==> src/rtl/digital_clock.sv <==
module digital_clock #(
  parameter int TICK_DIV = 50_000_000,
  parameter int SCAN_DIV = 50_000
) (
  input  logic       clk,
  input  logic       rst,
  input  logic       btn_hr,
  input  logic       btn_min,
  input  logic       alm_edit,
  input  logic       alm_en,
  input  logic       mode_12h,
  output logic [6:0] seg_o,
  output logic [5:0] dig_sel_o,
  output logic       pm_o,
  output logic       alarm_o
);
  localparam int TW = (TICK_DIV > 1) ? $clog2(TICK_DIV) : 1;
  localparam int SW = (SCAN_DIV > 1) ? $clog2(SCAN_DIV) : 1;
  localparam logic [TW-1:0] TLAST = TW'(TICK_DIV - 1);
  localparam logic [SW-1:0] SLAST = SW'(SCAN_DIV - 1);

  logic [TW-1:0] div_q;
  logic [SW-1:0] sdiv_q;
  logic [2:0]    idx_q;
  logic [4:0]    hr_q, ahr_q;
  logic [5:0]    mn_q, sc_q, amn_q, acnt_q;
  logic          alarm_q;

  wire tick    = (div_q == TLAST);
  wire step    = (sdiv_q == SLAST);
  wire set_hr  = btn_hr & ~alm_edit;
  wire set_min = btn_min & ~alm_edit;
  wire hit     = (hr_q == ahr_q) && (mn_q == amn_q) && (sc_q == 6'd0);

  always_ff @(posedge clk) begin
    if (rst) begin
      div_q  <= '0;
      sdiv_q <= '0;
      idx_q  <= '0;
    end else begin
      div_q  <= tick ? '0 : div_q + 1'b1;
      sdiv_q <= step ? '0 : sdiv_q + 1'b1;
      if (step) idx_q <= (idx_q == 3'd5) ? 3'd0 : idx_q + 3'd1;
    end
  end

  always_ff @(posedge clk) begin
    if (rst) begin
      hr_q <= '0; mn_q <= '0; sc_q <= '0;
      ahr_q <= '0; amn_q <= '0;
    end else begin
      if (alm_edit && btn_hr)  ahr_q <= (ahr_q == 5'd23) ? 5'd0 : ahr_q + 5'd1;
      if (alm_edit && btn_min) amn_q <= (amn_q == 6'd59) ? 6'd0 : amn_q + 6'd1;
      if (set_hr || set_min) begin
        if (set_hr) hr_q <= (hr_q == 5'd23) ? 5'd0 : hr_q + 5'd1;
        if (set_min) begin
          mn_q <= (mn_q == 6'd59) ? 6'd0 : mn_q + 6'd1;
          sc_q <= '0;
        end
      end else if (tick) begin
        if (sc_q == 6'd59) begin
          sc_q <= '0;
          if (mn_q == 6'd59) begin
            mn_q <= '0;
            hr_q <= (hr_q == 5'd23) ? 5'd0 : hr_q + 5'd1;
          end else begin
            mn_q <= mn_q + 6'd1;
          end
        end else begin
          sc_q <= sc_q + 6'd1;
        end
      end
    end
  end

  always_ff @(posedge clk) begin
    if (rst || !alm_en) begin
      alarm_q <= 1'b0;
      acnt_q  <= '0;
    end else if (!alarm_q) begin
      alarm_q <= hit;
      acnt_q  <= '0;
    end else if (tick) begin
      if (acnt_q == 6'd59) alarm_q <= 1'b0;
      else acnt_q <= acnt_q + 6'd1;
    end
  end

  wire [4:0] src_hr = alm_edit ? ahr_q : hr_q;
  wire [5:0] src_mn = alm_edit ? amn_q : mn_q;
  wire [5:0] src_sc = alm_edit ? 6'd0  : sc_q;
  wire [4:0] show_hr = !mode_12h          ? src_hr :
                       (src_hr == 5'd0)   ? 5'd12 :
                       (src_hr > 5'd12)   ? src_hr - 5'd12 : src_hr;

  logic [3:0] nib;
  always_comb begin
    case (idx_q)
      3'd0:    nib = 4'(show_hr / 5'd10);
      3'd1:    nib = 4'(show_hr % 5'd10);
      3'd2:    nib = 4'(src_mn / 6'd10);
      3'd3:    nib = 4'(src_mn % 6'd10);
      3'd4:    nib = 4'(src_sc / 6'd10);
      default: nib = 4'(src_sc % 6'd10);
    endcase
  end

  always_comb begin
    case (nib)
      4'd0:    seg_o = 7'h7E;
      4'd1:    seg_o = 7'h30;
      4'd2:    seg_o = 7'h6D;
      4'd3:    seg_o = 7'h79;
      4'd4:    seg_o = 7'h33;
      4'd5:    seg_o = 7'h5B;
      4'd6:    seg_o = 7'h5F;
      4'd7:    seg_o = 7'h70;
      4'd8:    seg_o = 7'h7F;
      4'd9:    seg_o = 7'h7B;
      default: seg_o = 7'h00;
    endcase
  end

  assign dig_sel_o = 6'b000001 << idx_q;
  assign pm_o      = (src_hr >= 5'd12);
  assign alarm_o   = alarm_q;
endmodule

==> config.mk <==
export PLATFORM = sky130hd
export DESIGN_NAME = digital_clock
export DESIGN_NICKNAME = d
export VERILOG_FILES = /design/src/rtl/digital_clock.sv
export SDC_FILE = /design/constraint.sdc
export NUM_CORES = 1
export LEC_CHECK = 0
export BUFFER_PORTS_ARGS = -buffer_cell sky130_fd_sc_hd__buf_2
export CAP_MARGIN = 20
export CORE_UTILIZATION = 62
export DETAILED_ROUTE_END_ITERATION = 8
export PLACE_DENSITY_LB_ADDON = 0.08
export SLEW_MARGIN = 20
export SYNTH_ARGS = -nofsm -noshare
export SYNTH_HDL_FRONTEND = slang
export SYNTH_SLANG_ARGS = --single-unit
export TNS_END_PERCENT = 30
==> constraint.sdc <==
create_clock -name clk -period 8.53 [get_ports clk]
set_clock_uncertainty 0.05 [all_clocks]
set_input_delay 1.706 -clock clk [delete_from_list [all_inputs] [get_ports clk]]
set_output_delay 1.706 -clock clk [all_outputs]
set_load 0.02 [all_outputs]
**After elaboration in Yosys (flattened, before gate mapping)**

Memory sizes are Yosys's and may differ from the RTL's.
Index checks and enable logic that the tools add are counted.

- Register bits after elaboration: 80
- Word-level logic and storage cells: 100
- Memories: 1
- Bits in read-only memories: 112

- Reduce and logical (&&, ||, !) cells: 20
- Div/mod/pow operators: 6
- Bitwise gates (word level): 5
- Equal/unequal tests: 17
- Multiplexer cells: 28
- $add $sub $neg: 10
- $lt $le $gt $ge: 2
- Shift operators: 1

Memories:

| name | depth | width | read ports | clocked after Yosys merged registers in | write ports | line | RTL |
|---|---|---|---|---|---|---|---|
| (name not given) | 16 | 7 | 1 | 0 | 0 | 109 | `case (nib)` |

Operator list:

| operator | count |
|---|---|
| 6-bit 2-to-1 mux | 12 |
| 5-bit 2-to-1 mux | 11 |
| 26-bit by 1-bit adder with 26-bit output, second input constant | 1 |
| 26-bit equality test, second input constant | 1 |
| 6-bit by 1-bit adder with 6-bit output, second input constant | 4 |
| 6-bit equality test, second input constant | 4 |
| 4-bit one-hot mux with 5 select lines | 1 |
| 16-bit by 1-bit adder with 16-bit output, second input constant | 1 |
| 16-bit equality test, second input constant | 1 |
| 6-bit by 4-bit divider with 6-bit output, second input constant | 2 |
| 6-bit by 4-bit modulo with 6-bit output, second input constant | 2 |
| 5-bit by 1-bit adder with 5-bit output, second input constant | 2 |
| 5-bit equality test, second input constant | 2 |
| 3-bit by 2-bit equality test with 1-bit output, second input constant | 2 |
| 3-bit equality test, second input constant | 2 |
| 6-bit equality test | 1 |
| 6-bit logical NOT | 1 |
| 2-bit nonzero test | 3 |
| 2-bit OR reduction | 3 |
| 1-bit by 3-bit << shifter with 6-bit output, first input constant | 1 |
| 5-bit by 4-bit divider with 5-bit output, second input constant | 1 |
| 5-bit equality test | 1 |
| 5-bit by 4-bit >= comparator with 1-bit output, second input constant | 1 |
| 5-bit by 4-bit > comparator with 1-bit output, second input constant | 1 |
| 17 further kinds | 28 |

**Logic depth before layout (Yosys ltp)**

Gate-level depths: netlist of run 1.
An unclocked memory read counts as a cell.

- Depth in word-level cells: 8
- Mapped depth: 23
- Mapped depth without buffers: 20

**Worst setup path after synthesis of run 1**

OpenSTA, ideal clock, no wires.

- Path kind: input-to-output
- Start point: input port alm_edit
- End point: output port seg_o[0]
- Stages on the path: 21
- Arrival time: 6.229 ns
- Slack: 0.545 ns
- Data required time: 6.774 ns
- Path buffers: 3
- Cells stage by stage: buf_6 > buf_4 > mux2i_1 > ha_1 > nor4bb_1 > o211ai_1 > o311ai_4 > o31a_1 > o21a_1 > ha_1 > nand3_1 > o31a_1 > o211ai_1 > nand2_1 > ha_1 > or2_2 > o31ai_1 > a21o_1 > buf_6 > mux2_4 > o21ai_1

- Word-level cells in the longest chain between the ends: 8
- Elaborated cells on any way between the ends: 17
- Those cells by class: add/sub (1); div (6); order compare (1); mux (7); reduce/logical (1); memory (1)

Ends and longest elaborated chain:

| element | line | RTL |
|---|---|---|
| from (decl) | 9 | `input logic alm_edit,` |
| branches (longest 6 deep; another with 6-bit by 4-bit modulo with 6-bit output) | - |  |
| 4-bit one-hot mux with 5 select lines (*) | 98 | `case (idx_q)` |
| memory 16 x 7 bit (*) | - |  |
| to (decl) | 12 | `output logic [6:0] seg_o,` |

Every way passes the cells marked *.

**Worst setup path in the final report of run 1**

- Start point: input port alm_edit
- End point: output port seg_o[1]

Same word-level chain as after synthesis.

==> impl_metrics.tcl, run 1 <==
set metrics [dict create \
    antenna_found_initial 0 \
    cts_buffer_depth 2 \
    yosys-top-cells-area "dfxtp_1, xor2_1, nor2_1" \
    cpMaxStageDelayCell "o311ai_4" \
    path_clk_slew_ns 0.07 \
    min_period_ns 8.25 \
    synth-edff-count 0 \
    setup_viol 0 \
    tightestPinTransition_ns 0.817 \
    required_ns 6.77 \
    die_w_um 93.8 \
    endpoint "seg_o[1]" \
    leakage_nw 2.21 \
    dpl_worst_slack_ns 0.143 \
    slew_violations 0 \
    ant_nets 0 \
    cts.sinks 80 \
    final_common_cell "nor2_1" \
    netlist.top_cell.by_area "dfxtp_1" \
    synth_nets 665 \
    rrSetupSlack_ns 6.13 \
    fin_cells 758 \
    grt_pass1_vias 4111 \
    power_frac_comb 0.093 \
    r2r_cells 9 \
    cp-start-kind "input pin" \
    wl_mm 10.8 \
    syn_inst 634 \
    fill_cells 690 \
    drive_gt1_frac 0.135 \
    finalHoldViolCount 0 \
    grt_max_degree 30 \
    fin_nets 679 \
    routed_via_density 5.83 \
    grt_use_total 0.257 \
    cap_violations 0 \
    die_area_um2 8810 \
    rr_endpoint "mn_q[5]" \
    ir_worst_vdd_mv 0.137 \
    power_frac_seq 0.529 \
    h-tree-depth 3 \
    drc 0 \
    numCtsBuffers 9 \
    grt_setup_unrepaired "no" \
    num_vias 4421 \
    critPathArrivalTime_ns 6.50 \
    startpoint "alm_edit" \
    clkLatencyLatePin_ns 0.35 \
    critPathCaptureType "output port" \
    syn2layout_area_growth_pct 7.32 \
    register_area_um2 1600 \
    first_pass_iters 4 \
    ys_dominant_reg_cell "dfxtp_1" \
    p_int_mw 0.542 \
    crit_chain "buf_2 -> mux2i_4 -> inv_1 -> ha_1 -> nor4b_2 -> or2_1 -> o311ai_4 -> o31a_1 -> o21a_1 -> ha_1 -> nand3_1 -> o31a_1 -> o211ai_1 -> nand2_1 -> ha_1 -> or2_2 -> o31ai_1 -> a21o_2 -> mux2_4 -> o21ai_1 -> buf_2" \
    multi_input_comb_area_um2 3430 \
    gp_congestion 0.895 \
    max_freq_ghz 0.121 \
    drt_iter0_markers 212 \
    diodes 0 \
    final_cell_mix "nor2_1, dfxtp_1, nand2_1" \
    worstSetupPathType "in -> out" \
    fin_crit_sh 0.968 \
    start_util 0.640 \
    yosys.area.top_type_share 0.306 \
    swShare 0.258 \
    hp-class "reg -> reg" \
    wire_per_inst_um 14.2 \
    grt_pass1_wl_mm 18.2 \
    root_buffer "clkbuf_8" \
    p_sw_mw 0.189 \
    core_um2 8180 \
    status "finished, final reports clean" \
    slew_headroom 0.455 \
    powerDensity_nw_per_um2 130 \
    io_pins 22 \
    yosysUniqueCellTypes 83 \
    cts_tree "done" \
    setup_ws_ns 0.275 \
    grt_overflow 0 \
    num_rows 33 \
    synth_seq_cells 80 \
    syn_avg_cell_area_um2 8.25 \
    placed_cells 740 \
    r2r_start "div_q[11]" \
    io_buffer_count 21 \
    slowest_delay_ns 0.40 \
    ys_seq_area_frac 0.306 \
    synth_area_um2 5230 \
    critPathMaxFanout 7 \
    cts_hold_buf 0 \
    setup_tns_ns 0 \
    p_clk_frac 0.377 \
    die_y_um 93.8 \
    hold_ws_ns 0.395 \
    ys_warn_count 0 \
    cp_common_cell "ha_1" \
    hpwl_mm 7.88 \
    ys_async_sr_fraction 0 \
]
## Yosys cell counts, drive strengths merged, types with 11 or more instances
library cell,instances
dfxtp,80
nand4,19
xor2,41
a21oi,29
ha,24
o21ai,27
nand2,48
nand3,33
xnor2,26
clkbuf,15
mux2i,11
inv,26
nor2,94
## power groups by stage
stage	clock network, mW	logic, mW	registers (mW)
floorplan	0	0.0530	0.393
global placement	0	0.0658	0.395
detailed placement	0	0.0676	0.396
CTS	0.281	0.0682	0.387
global route	0.299	0.0764	0.388
finish	0.276	0.0683	0.387
## state kept, by name, summed over array words and instances (netlist names)
register,count
sdiv_q,16
hr_q,5
mn_q,6
amn_q,6
ahr_q,5
div_q,26
sc_q,6
acnt_q,6
idx_q,3
alarm_o,1
## how the worst min path moves through the flow
stage	startpoint	to	cells after the start	slack, ns
4_1_cts	sdiv_q[0]	sdiv_q[0]	1	0.40
3_3_place_gp	sdiv_q[0]	sdiv_q[0]	1	0.37
3_5_place_dp	sdiv_q[0]	sdiv_q[0]	1	0.39
5_1_grt	sdiv_q[0]	sdiv_q[0]	1	0.43
2_1_floorplan	sdiv_q[0]	sdiv_q[0]	1	0.36
6_report	sdiv_q[0]	sdiv_q[0]	1	0.40
## critical path, delay by kind of cell
family,cells,cell delay [ns]
AO/OA/AOI/OAI,8,1.98
adder cells (fa/ha/maj),3,0.68
multiplexers,2,0.62
AND/OR/NAND/NOR,5,0.99
buffers and inverters,3,0.51
## stage by stage
step / utilization / cell area (µm²) / power (mW)
floorplan: - / 5230 / 0.446
detailed placement: 0.657 / 5370 / 0.463
global placement: 0.657 / 5370 / 0.461
CTS: 0.681 / 5570 / 0.736
finish: 0.687 / 5610 / 0.731
global route: 0.687 / 5610 / 0.763
## area by class of cell
class,instances,area share
clock buffer,9,0.0221
timing repair buffer,27,0.0267
tap,105,0.0234
inverter,27,0.0189
multi-input combinational,503,0.611
sequential,80,0.285
clock inverter,7,0.0125
## layer usage
| layer | global-route usage | part of all wire |
|---|---|---|
| met1 | 0.325 | 0.47 |
| met2 | 0.448 | 0.49 |
| met3 | 0.0421 | 0.029 |
| met4 | 0.0756 | 0.011 |
| met5 | 0 | 0 |
## cell families (layout without fill, tap and decap cells)
family,after synthesis,count (layout),synth area share
compound gates,112,112,0.161
flops,80,80,0.306
mux,18,18,0.0383
fa+ha+maj,24,24,0.0574
simple gates,282,282,0.282
buf+inv,51,70,0.0438
xor+xnor,67,67,0.112
## repair_timing
| action | CTS | global route |
|---|---|---|
| gates resized for setup | 0 | 6 |
| endpoints found under the setup margin | 0 | 7 |
| setup buffers | 0 | 2 |
| hold endpoints to repair | 0 | 0 |
Note: power is estimated with default switching activity, not from simulation.
==> run 2: changes to the inputs <==
--- a/config.mk
+++ b/config.mk
@@ -9,7 +9,8 @@
 export CAP_MARGIN = 20
 export CORE_UTILIZATION = 62
 export DETAILED_ROUTE_END_ITERATION = 8
-export PLACE_DENSITY_LB_ADDON = 0.08
+export GPL_ROUTABILITY_DRIVEN = 0
+export PLACE_DENSITY = 0.85
 export SLEW_MARGIN = 20
 export SYNTH_ARGS = -nofsm -noshare
 export SYNTH_HDL_FRONTEND = slang
==> impl_metrics.tcl, run 2 (synthesis results as in run 1) <==
set metrics [dict create \
    status "finished, final reports clean" \
    cp-start-kind "input pin" \
    reg_top3 "div_q x26, sdiv_q x16" \
    drt_iter0_markers 242 \
    hpwl_mm 8.11 \
    die_w_um 93.8 \
    die_area_um2 8810 \
    grt_max_degree 30 \
    required_ns 6.77 \
    critPathArrivalTime_ns 6.56 \
    hold_ws_ns 0.397 \
    routed_via_density 5.96 \
    placed_cells 740 \
    register_area_um2 1600 \
    fin_nets 680 \
    root_buffer "clkbuf_8" \
    cts_hold_buf 0 \
    hp-class "reg -> reg" \
    multi_input_comb_area_um2 3440 \
    top_register "div_q" \
    diodes 0 \
    worstSetupPathType "in -> out" \
    max_freq_ghz 0.120 \
    grt_pass1_vias 4220 \
    io_pins 22 \
    num_vias 4522 \
    io_buffer_count 21 \
    slew_violations 0 \
    largest_register_ff_count 26 \
    path_clk_slew_ns 0.08 \
    final_cell_mix "nor2_1, dfxtp_1, nand2_1" \
    h-tree-depth 3 \
    min_period_ns 8.31 \
    cts_buffer_depth 2 \
    finalHoldViolCount 0 \
    grt_use_total 0.261 \
    cp_common_cell "ha_1" \
    core_um2 8180 \
    setup_viol 0 \
    ir_worst_vdd_mv 0.119 \
    drc 0 \
    antenna_found_initial 0 \
    fin_crit_sh 0.975 \
    final_common_cell "nor2_1" \
    critPathMaxFanout 9 \
    grt_pass1_wl_mm 18.5 \
    fin_cells 759 \
    crit_chain "buf_2 -> mux2i_4 -> inv_1 -> ha_1 -> nor4bb_1 -> or2_1 -> o311ai_4 -> a211oi_2 -> buf_4 -> nor3b_1 -> nor2_1 -> ha_1 -> o211ai_1 -> o211a_1 -> or3b_2 -> a21o_1 -> o311ai_1 -> inv_1 -> ha_1 -> mux2_4 -> o21ai_1 -> buf_2" \
    cts.sinks 80 \
    die_y_um 93.8 \
    syn2layout_area_growth_pct 7.54 \
    ant_nets 0 \
    wire_per_inst_um 14.8 \
    numCtsBuffers 9 \
    setup_tns_ns 0 \
    setup_ws_ns 0.217 \
    start_util 0.640 \
    drive_gt1_frac 0.139 \
    slowest_delay_ns 0.55 \
    cpMaxStageDelayCell "nor4bb_1" \
    cap_violations 0 \
    p_total_mw 0.721 \
    fill_cells 649 \
    powerDensity_nw_per_um2 128 \
    num_rows 33 \
    critPathCaptureType "output port" \
    first_pass_iters 5 \
    grt_overflow 0 \
    design_area_um2 5620 \
    slew_headroom 0.433 \
    clkLatencyLatePin_ns 0.36 \
    tightestPinTransition_ns 0.850 \
    placed_area_um2 5370 \
    dpl_worst_slack_ns 0.131 \
    cts_tree "done" \
    utilization 0.688 \
    leakage_nw 2.20 \
    wl_mm 11.2 \
]
## run 2: repair_timing
item                                    CTS  global route
buffers inserted                          0             3
resized for setup                         0             8
endpoints found under the setup margin    0             7
## run 2: worst paths after layout
check	startpoint	slack (ns)	to	depth (start not counted)
min reg2reg	sdiv_q[0]	0.40	sdiv_q[0]	1
min	sdiv_q[0]	0.40	sdiv_q[0]	1
max reg2reg	div_q[0]	6.07	mn_q[5]	9
max	alm_edit	0.22	seg_o[1]	22
## run 2: per-layer routing
layer,global-route usage,vias to the layer above,routed length [µm]
li1,-,2256,-
met1,0.308,2122,4990
met2,0.471,119,5580
met3,0.0453,25,448
met4,0.0923,0,200
met5,0,-,0
## run 2: power by group
| part | switching, mW | internal (mW) | leakage, nW |
|---|---|---|---|
| registers | 0.00834 | 0.379 | 0.647 |
| clock network | 0.147 | 0.117 | 0.0870 |
| logic | 0.0413 | 0.0280 | 1.47 |
## run 2: cell type report
cell class,count,area share
Multi-Input combinational cell,503,0.611
Sequential cell,80,0.285
Timing Repair Buffer,28,0.0280
Clock buffer,10,0.0245
Tap cell,105,0.0234
Inverter,27,0.0189
Clock inverter,6,0.00912
## run 2: critical path: cells and delay by family
family	cells	cell delay, ns
AND/OR/NAND/NOR	5	1.73
multiplexers	2	0.48
AO/OA/AOI/OAI	7	1.12
adder cells (fa/ha/maj)	3	0.68
buffers and inverters	5	0.84
==> run 3: changes to the inputs <==
--- a/config.mk
+++ b/config.mk
@@ -5,6 +5,7 @@
 export SDC_FILE = /design/constraint.sdc
 export NUM_CORES = 1
 export LEC_CHECK = 0
+export ABC_AREA = 1
 export BUFFER_PORTS_ARGS = -buffer_cell sky130_fd_sc_hd__buf_2
 export CAP_MARGIN = 20
 export CORE_UTILIZATION = 62
==> impl_metrics.tcl, run 3 <==
set metrics [dict create \
    status "finished, final reports clean" \
    path_depth 35 \
    critPathMaxFanout 21 \
    grt_pass1_vias 4567 \
    largest_register_ff_count 26 \
    numCtsBuffers 9 \
    num_rows 32 \
    postCtsResizedCells 0 \
    antenna_found_initial 0 \
    tightestPinTransition_ns 0.598 \
    hp-class "reg -> reg" \
    syn_avg_cell_area_um2 6.76 \
    final_common_cell "nand2_1" \
    ir_worst_vdd_mv 0.135 \
    grt_pass1_wl_mm 19.6 \
    core_um2 7890 \
    first_pass_iters 6 \
    worstSetupPathType "in -> out" \
    wl_mm 11.3 \
    synth_area_um2 5140 \
    ant_nets 0 \
    setup_viol 0 \
    grt_max_degree 22 \
    fin_crit_sh 0.873 \
    placed_cells 876 \
    hpwl_mm 8.79 \
    routed_via_density 5.55 \
    path_clk_slew_ns 0.09 \
    powerDensity_nw_per_um2 135 \
    wire_per_inst_um 12.7 \
    cap_violations 0 \
    min_period_ns 7.44 \
    critPathCaptureType "output port" \
    ys_dominant_reg_cell "dfxtp_1" \
    max_freq_ghz 0.134 \
    leakage_nw 2.27 \
    reg_top3 "div_q x26, sdiv_q x16" \
    grt_overflow 0 \
    cts_buffer_depth 2 \
    cpMaxStageDelayCell "buf_2" \
    die_y_um 93.1 \
    io_pins 22 \
    cts_hold_buf 0 \
    slew_violations 0 \
    cts_tree "done" \
    synth_seq_cells 80 \
    grt_setup_unrepaired "no" \
    grt_use_total 0.278 \
    r2r_cells 13 \
    yosys.area.top_type_share 0.312 \
    syn_inst 760 \
    required_ns 6.77 \
    drive_gt1_frac 0.122 \
    fill_cells 661 \
    syn2layout_area_growth_pct 7.89 \
    setup_tns_ns 0 \
    register_area_um2 1600 \
    h-tree-depth 3 \
    multi_input_comb_area_um2 3020 \
    fin_cells 892 \
    root_buffer "clkbuf_8" \
    ys_async_sr_fraction 0 \
    die_w_um 93.1 \
    finalHoldViolCount 0 \
    critPathArrivalTime_ns 5.69 \
    start_util 0.652 \
    synth_common_cells "nand2_1, inv_1, dfxtp_1" \
    yosysMostFrequentCell "nand2_1" \
    diodes 0 \
    yosysUniqueCellTypes 53 \
    final_cell_mix "nand2_1, inv_1, dfxtp_1" \
    netlist.top_cell.by_area "dfxtp_1" \
    die_area_um2 8660 \
    utilization 0.703 \
    crit_family "simple AND/OR/NAND/NOR gates" \
    slowest_delay_ns 0.29 \
    cp-start-kind "input pin" \
    synth_nets 791 \
    io_buffer_count 21 \
    ys_seq_area_frac 0.312 \
    cp_num_buf_inv 6 \
    num_vias 4949 \
    yosys-top-cells-area "dfxtp_1, nand2_1, inv_1" \
    slew_headroom 0.591 \
    top_register "div_q" \
    post_cts.repair.setup_buffers 0 \
    ys_warn_count 0 \
    cp_common_cell "nand2_1" \
    synth-edff-count 0 \
    clkLatencyLatePin_ns 0.36 \
    drc 0 \
    drt_iter0_markers 278 \
    fin_nets 816 \
    cts.sinks 80 \
    whs_path_depth 1 \
]
[run 3: cell types whose count changed after synthesis, sizes merged, moves of 8 or more]
cell / delta
or3: -8
and2: -8
xor2: -32
a21oi: +22
nor2: -22
nand3: +17
nor3: +26
nand2b: -10
mux2i: -11
clkbuf: -10
o21ai: +13
xnor2: -24
inv: +100
nand2: +137
[run 3: worst paths after layout]
path,start,end,slack (ns)
setup / recovery,alm_edit,seg_o[6],1.09
hold / removal,sdiv_q[0],sdiv_q[0],0.40
hold reg to reg,sdiv_q[0],sdiv_q[0],0.40
setup reg to reg,div_q[0],div_q[10],5.61
[run 3: through the flow]
stage                     cell area, µm²  hold WS [ns]  total power [mW]  worst slack (ns)
after detailed placement            5340         0.393             0.457              1.18
after global routing                5550         0.425             0.779             0.691
after CTS                           5550         0.408             0.751              1.17
after floorplan                     5140         0.368             0.441              2.08
final                               5550         0.401             0.748              1.09
after global placement              5340         0.377             0.453              1.46
[run 3: report_power, final]
| group | switching, mW | internal (mW) |
|---|---|---|
| clock network | 0.151 | 0.148 |
| registers | 0.00548 | 0.379 |
| logic | 0.0436 | 0.0213 |
| total | 0.200 | 0.548 |
[run 3: logic make-up after synthesis]
| family | Yosys count | synth area share |
|---|---|---|
| buffers and inverters | 135 | 0.101 |
| and+or+nand+nor | 386 | 0.365 |
| adders and majority gates | 24 | 0.0584 |
| DFF | 80 | 0.312 |
| xor gates and xnor gates | 11 | 0.0202 |
| AOI/OAI and AO/OA | 124 | 0.145 |
[run 3: layer usage]
layer / vias up / routed length, µm / global-route usage
li1: 2558 / - / -
met3: 19 / 451 / 0.0528
met1: 2268 / 5070 / 0.344
met4: 0 / 192 / 0.0885
met5: - / 0 / 0
met2: 104 / 5600 / 0.485
[run 3: final cells by class]
type                            count  share of cell area
Inverter                          128              0.0866
Timing Repair Buffer               21              0.0189
Tap cell                          102              0.0230
Sequential cell                    80               0.289
Clock inverter                      6              0.0131
Multi-Input combinational cell    545               0.545
Clock buffer                       10              0.0248
